<file path="config.mk">
export PLATFORM = sky130hd
export DESIGN_NAME = cvt_start_gate
export DESIGN_NICKNAME = d
export VERILOG_FILES = /design/src/rtl/cvt_pkg.sv /design/src/rtl/cvt_sync.sv /design/src/rtl/cvt_busy.sv /design/src/rtl/cvt_bus_gate.sv /design/src/rtl/cvt_start_gate.sv
export SDC_FILE = /design/constraint.sdc
export NUM_CORES = 1
export LEC_CHECK = 0
export BUFFER_PORTS_ARGS = -buffer_cell sky130_fd_sc_hd__clkbuf_2
export CORE_UTILIZATION = 26
export CTS_CLUSTER_DIAMETER = 150
export DETAILED_ROUTE_END_ITERATION = 8
export PLACE_DENSITY = 0.77
export SYNTH_ARGS = -nofsm -noshare
export SYNTH_HDL_FRONTEND = slang
export SYNTH_SLANG_ARGS = --single-unit
</file>
<file path="constraint.sdc">
create_clock -name clk -period 1.1 [get_ports clk]
set_input_delay 0.11 -clock clk [delete_from_list [all_inputs] [get_ports clk]]
set_output_delay 0.11 -clock clk [all_outputs]
set_load 0.02 [all_outputs]
</file>
<file path="src/rtl/cvt_pkg.sv">
package cvt_pkg;
   // Host access decoded from the active-low strobes
   typedef struct packed {
      logic rd;
      logic wr;
      logic sel;
   } host_req_t;

   function automatic host_req_t decode_host(input logic cs_n, input logic rd_n,
                                             input logic wr_n);
      host_req_t r;
      r.sel = ~cs_n;
      r.rd  = ~cs_n & ~rd_n;
      r.wr  = ~cs_n & ~wr_n;
      return r;
   endfunction
endpackage

</file>
<file path="src/rtl/cvt_sync.sv">
module cvt_sync #(
   parameter int STAGES = 2
) (
   input  logic clk,
   input  logic rst_n,
   input  logic async_i,
   output logic sync_o
);
   if (STAGES < 2) begin : g_bad_stages
      $error("cvt_sync: STAGES must be at least 2");
   end

   logic [STAGES-1:0] chain;

   for (genvar i = 0; i < STAGES; i++) begin : g_stage
      if (i == 0) begin : g_first
         always_ff @(posedge clk or negedge rst_n) begin
            if (!rst_n) chain[0] <= 1'b1;
            else        chain[0] <= async_i;
         end
      end else begin : g_next
         always_ff @(posedge clk or negedge rst_n) begin
            if (!rst_n) chain[i] <= 1'b1;
            else        chain[i] <= chain[i-1];
         end
      end
   end

   assign sync_o = chain[STAGES-1];
endmodule

</file>
<file path="src/rtl/cvt_busy.sv">
module cvt_busy #(
   parameter int RELEASE_EDGES = 2
) (
   input  logic clk,
   input  logic rst_n,
   input  logic start_n_s,
   output logic busy_n
);
   localparam int CNT_W = (RELEASE_EDGES < 2) ? 1 : $clog2(RELEASE_EDGES);

   if (RELEASE_EDGES < 1) begin : g_bad_release
      $error("cvt_busy: RELEASE_EDGES must be at least 1");
   end

   logic             busy_q;
   logic [CNT_W-1:0] hi_cnt;

   always_ff @(posedge clk or negedge rst_n) begin
      if (!rst_n) begin
         busy_q <= 1'b1;
         hi_cnt <= '0;
      end else if (!start_n_s) begin
         busy_q <= 1'b0;
         hi_cnt <= '0;
      end else if (!busy_q) begin
         if (hi_cnt == CNT_W'(RELEASE_EDGES - 1)) busy_q <= 1'b1;
         else                                     hi_cnt <= hi_cnt + 1'b1;
      end
   end

   assign busy_n = busy_q;

   // a synchronized low start always shows as busy one edge later
   p_busy_fall_r2: assert property (@(posedge clk) disable iff (!rst_n)
      !start_n_s |=> !busy_n);

   // busy releases only after the strobe has been high for two sampled edges
   p_busy_release_r3: assert property (@(posedge clk) disable iff (!rst_n)
      $rose(busy_n) |-> ($past(start_n_s) && $past(start_n_s, 2)));
endmodule

</file>
<file path="src/rtl/cvt_bus_gate.sv">
module cvt_bus_gate
   import cvt_pkg::*;
#(
   parameter int DATA_W   = 12,
   parameter int LOCK_BIT = 5
) (
   input  logic              clk,
   input  logic              rst_n,
   input  host_req_t         req,
   input  logic              busy_n,
   input  logic [DATA_W-1:0] result,
   input  logic [DATA_W-1:0] data_i,
   output logic [DATA_W-1:0] data_o,
   output logic              data_oe,
   output logic              wait_req
);
   if (LOCK_BIT >= DATA_W) begin : g_bad_lock_bit
      $error("cvt_bus_gate: LOCK_BIT must lie inside the data bus");
   end

   logic allow_q;      // 1 = bus open during busy, 0 = lockout
   logic access_ok;
   logic wr_go;
   logic wdata_unused;

   assign wdata_unused = ^data_i;
   assign access_ok    = busy_n | allow_q;
   assign wr_go        = req.wr & access_ok;

   always_ff @(posedge clk or negedge rst_n) begin
      if (!rst_n)     allow_q <= 1'b0;
      else if (wr_go) allow_q <= data_i[LOCK_BIT];
   end

   assign data_oe  = req.rd & access_ok;
   assign data_o   = data_oe ? result : '0;
   assign wait_req = req.sel & ~busy_n & ~allow_q;

   // no drive while busy under lockout
   p_no_drive_locked_r4: assert property (@(posedge clk) disable iff (!rst_n)
      (!busy_n && !allow_q) |-> !data_oe);

   // the stretch ends together with busy
   p_wait_release_r6: assert property (@(posedge clk) disable iff (!rst_n)
      $rose(busy_n) |-> !wait_req);

   // a write during busy under lockout leaves the control bit untouched
   p_write_held_r8: assert property (@(posedge clk) disable iff (!rst_n)
      (!busy_n && !allow_q && req.wr) |=> $stable(allow_q));

   // when the bus is open, a read is never refused
   p_open_read_r5: assert property (@(posedge clk) disable iff (!rst_n)
      (allow_q && req.rd) |-> data_oe);
endmodule

</file>
<file path="src/rtl/cvt_start_gate.sv">
module cvt_start_gate
   import cvt_pkg::*;
#(
   parameter int DATA_W        = 12,
   parameter int LOCK_BIT      = 5,
   parameter int SYNC_STAGES   = 2,
   parameter int RELEASE_EDGES = 2
) (
   input  logic              clk,
   input  logic              rst_n,
   input  logic              convst_n,
   input  logic              cs_n,
   input  logic              rd_n,
   input  logic              wr_n,
   input  logic [DATA_W-1:0] result,
   input  logic [DATA_W-1:0] data_i,
   output logic [DATA_W-1:0] data_o,
   output logic              data_oe,
   output logic              busy_n,
   output logic              wait_req
);
   logic      start_n_s;
   host_req_t req;

   assign req = decode_host(cs_n, rd_n, wr_n);

   cvt_sync #(.STAGES(SYNC_STAGES)) u_sync (
      .clk     (clk),
      .rst_n   (rst_n),
      .async_i (convst_n),
      .sync_o  (start_n_s)
   );

   cvt_busy #(.RELEASE_EDGES(RELEASE_EDGES)) u_busy (
      .clk       (clk),
      .rst_n     (rst_n),
      .start_n_s (start_n_s),
      .busy_n    (busy_n)
   );

   cvt_bus_gate #(.DATA_W(DATA_W), .LOCK_BIT(LOCK_BIT)) u_gate (
      .clk      (clk),
      .rst_n    (rst_n),
      .req      (req),
      .busy_n   (busy_n),
      .result   (result),
      .data_i   (data_i),
      .data_o   (data_o),
      .data_oe  (data_oe),
      .wait_req (wait_req)
   );

   // out of reset the block is idle with no drive and no stretch
   p_reset_idle_r1: assert property (@(posedge clk)
      !rst_n |=> (busy_n && !wait_req));
endmodule

</file>
==> impl_summary.txt <==
----------------------------------------------------
[Worst setup path]
  Slowest library cell on the worst path ... dfstp_2
  Source of the worst register-to-register timing path ... u_busy.busy_n
  Kind of start point of the critical path ... flop
  Max FO, Critical Path ... 8
  Critical path's largest stage delay ... between 0.5 and 0.6 ns
  Element type at the critical path end ... output pin
  Data required time at the worst endpoint ... roughly 1 ns
  Reg-to-reg setup timing slack ... roughly 0.03 ns
  Type of the worst setup path ... flop to output pin
  Data arrival time at the worst-slack endpoint ... between 1 and 1.5 ns
  Sequence of cells on the critical path ... nor2_4 -> buf_12 -> nor3b_4 -> clkbuf_8
  Destination of the worst register-to-register timing path ... u_gate.allow_q
  Path depth of the worst reg2reg path ... 3

[GRT]
  Initial antenna violation count ... 0
  GR Util All Layers ... 17.0%
  Total grt overflow ... 0
  First-pass GRT wire length ... about 1600 um
  Via count of the first global-routing pass ... between 300 and 400
  Maximum number of pins on one net before global-route repair ... 14

[Yosys]
  Cell count after synthesis ... 28
  Synth Area in XOR/XNOR ... 0%
  Library cell with the largest summed area after synthesis ... nor3b_2
  Count of state elements after synthesis ... 5
  Largest family of logic cells by synthesized area ... simple AND/OR/NAND/NOR gates
  Netlist area before placement ... 340 um^2
  Cells taking the most area after synthesis ... nor3b_2 (33%), dfstp_2 (23%), dfrtp_1 (15%)
  Net count after synthesis ... slightly below 60
  Post-synth top area share ... between 30% and 40%
  Fraction of the mapped netlist area in compound gates ... 7.35%
  Synthesized area per cell ... between 10 and 15 um^2
  Post-synthesis share of cell area spent on full adders, half adders and majority gates ... 0%
  Register area share after synthesis ... a little under two fifths
  Warnings from Yosys ... 0
  Number of distinct library cells after synthesis ... 13
  Area share of and/or/nand/nor cells after synthesis ... between 40 and 50%
  Portion of netlist area occupied by mux cells ... 0%

[Route]
  DRC Markers ... 0
  Number of DRC violations after detailed-routing iteration 0 ... 0
  Routed length per instance ... 13.8 um
  Detailed-routing iteration count for the pre-antenna-repair pass ... 1
  Routed Antenna Nets ... 0
  Vias per inst ... between 4 and 5
  Total routed wirelength ... ~1200 um
  Via count ... ~380

[Layout]
  Number of diodes ... 0
  NumNets Final ... approximately 100
  Post-synthesis to final-layout area growth ... 144%
  Proportion of layout cells with a drive suffix above 1 ... 87.3%
  Area taken by flip-flops and latches ... between 100 and 150 um^2
  Final-layout fill cell count ... 82
  Multi-input logic area ... roughly 290 um^2

[Clocking]
  H-tree levels ... 1
  Root buffer cell ... clkbuf_4
  Number of buffers created by CTS ... 3
  Number of buffers between clock root and the deepest sink ... 2
  Insertion delay to the later sink of the worst-skew pair ... between 0.2 and 0.25 ns
  Clock-pin slew of the registers on the worst-case setup and hold paths ... 0.04 ns
  Clock sink count ... 5
  CTS tree ... done

[Timing]
  Minimum setup slack in the final design ... -0.372 ns
  Post-route worst hold slack ... 0.129 ns
  Least-Margin Pin Slew ... approximately 0.35 ns
  Total setup violations reported at the end of the flow ... 15
  Achievable frequency ... between 600 and 700 MHz
  Shortest period the worst path allows ... roughly 1.5 ns
  Worst Skew ... roughly 0.00065 ns
  Unrepaired setup endpoints after global routing ... yes
  Hold Fails Final Rpt ... 0
  Worst slew margin ... 76.4%
  Final count of pins violating max slew ... 0
  Final period util ... 134%

[Power and ir drop]
  Worst vdd rail ir drop ... between 0.5 and 0.6 mV
  Switching Share ... 32.4%
  Standby leakage power ... approximately 0.00038 uW
  Internal portion of total power ... between 500 and 600 uW
  Sw Pwr ... about 260 uW
  Power per cell area ... roughly 980 mW/mm^2
  Power consumption ... between 800 and 900 uW
  Combinational share of power ... a little under half
  Sequential share of power ... a little over a quarter
  Share of total power in the clock network ... between 20% and 30%

[Floorplanning]
  Width of the die ... 38.2 um
  Core Area ... 0.00116 mm^2
  Die Outline Area ... about 0.0015 mm^2
  Site Rows ... 12
  Height of the chip ... ~38 um
  Initial core utilization ... 29.4%
  IO Pins ... between 40 and 50

[Min path]
  Hold worst-path end ... u_gate.allow_q
  Worst Hold Class ... input port to flop
  Worst hold stages ... 2
  Hold wc startpoint ... data_i[5]

[Status]
  Violated checks ... negative setup slack
  Outcome ... finished, violations left

[Place]
  Routability cong. ... ~0.57
  Hpwl dp ... 760 um
  Total of buffers placed on input and output ports ... 33

[Run]
  Max capacitance violation total ... 0

----------------------------------------------------
## synthesized netlist by cell type (all sizes together)
| cell | number |
|---|---|
| o21a | 1 |
| dfrtp | 2 |
| nor3 | 1 |
| dfstp | 3 |
| nor3b | 13 |
| or2 | 1 |
| buf | 2 |
| nor2 | 2 |
| a21boi | 1 |
| inv | 1 |
| o32a | 1 |
## worst max-delay path, delay by kind of cell, from the launching register on
| family | cells | cell delay [ns] |
|---|---|---|
| flops | 1 | 0.55 |
| buf+inv | 2 | 0.33 |
| simple gates | 2 | 0.25 |
## per-layer routing
layer	vias to the layer above	GRT usage [%]	wire length [um]
met5	-	0	0
met4	0	10.7	0
met3	0	6.40	144
met2	25	34.7	679
met1	166	12.2	349
li1	186	-	-
## layout make-up
class | instances | area share (%)
repair buffers | 41 | 43.7
well taps | 14 | 2.11
multi-input cells | 20 | 35.1
inverters | 1 | 0.452
clock buffers | 4 | 3.16
flip-flops and latches | 5 | 15.5
## state kept, by name (all words and copies together), names as in the netlist
register and cells:
u_gate.allow_q 1, u_sync.sync_o 1, u_busy.hi_cnt 1, u_busy.busy_n 1, u_sync.chain 1
## worst max path at each step
stage / start / end / slack [ns] / depth (start not counted)
global route: u_busy.busy_n / data_o[8] / -0.41 / 4
floorplan: u_busy.busy_n / data_o[10] / -0.14 / 3
CTS: u_busy.busy_n / data_o[4] / -0.36 / 4
finish: u_busy.busy_n / data_o[8] / -0.37 / 4
global placement: u_gate.allow_q / data_o[0] / -0.21 / 3
detailed placement: u_gate.allow_q / data_o[11] / -0.27 / 3
## cell families (layout without fill, tap and decap cells)
| family | count (synthesis) | after routing |
|---|---|---|
| AOI/OAI and AO/OA | 3 | 3 |
| and+or+nand+nor | 17 | 17 |
| DFF | 5 | 5 |
| buffers and inverters | 3 | 46 |
## cells in the final DEF, fill, tap and decap left out
master,instances
a21boi_0,1
clkbuf_1,1
o32a_1,1
nor3b_2,4
nor3_4,1
buf_12,2
nor3b_4,9
clkbuf_8,10
o21a_1,1
clkbuf_4,3
dfstp_2,3
dlygate4sd3_1,2
nor2_4,2
clkbuf_2,18
inv_1,1
or2_4,1
buf_8,1
dfrtp_1,2
buf_4,8
## through the flow
step	instances	setup WS, ns	cell area [um^2]	util, %	TNS (ns)
after global routing	85	-0.411	831	71.9	-5.20
final	85	-0.372	831	71.9	-4.50
after CTS	84	-0.356	811	70.1	-4.59
after floorplan	28	-0.137	434	-	-1.50
after detailed placement	76	-0.266	608	52.6	-2.98
after global placement	76	-0.213	608	52.6	-2.43
## power by group through the flow
stage          Clock [uW]  Combinational (uW)  Sequential, uW
4_1_cts               214                 363             220
3_5_place_dp            0                 262             222
3_3_place_gp            0                 256             220
6_report              206                 388             220
5_1_grt               227                 408             221
2_1_floorplan           0                 196             226
## repair_timing
item	4_1_cts	5_1_grt
endpoints found under the setup margin	16	15
hold endpoints to repair	6	0
hold buffers	2	0
pin swaps	4	3
buffers inserted	2	1
resized for setup	27	7
cloned	0	0
(Power assumes the default switching activity.)
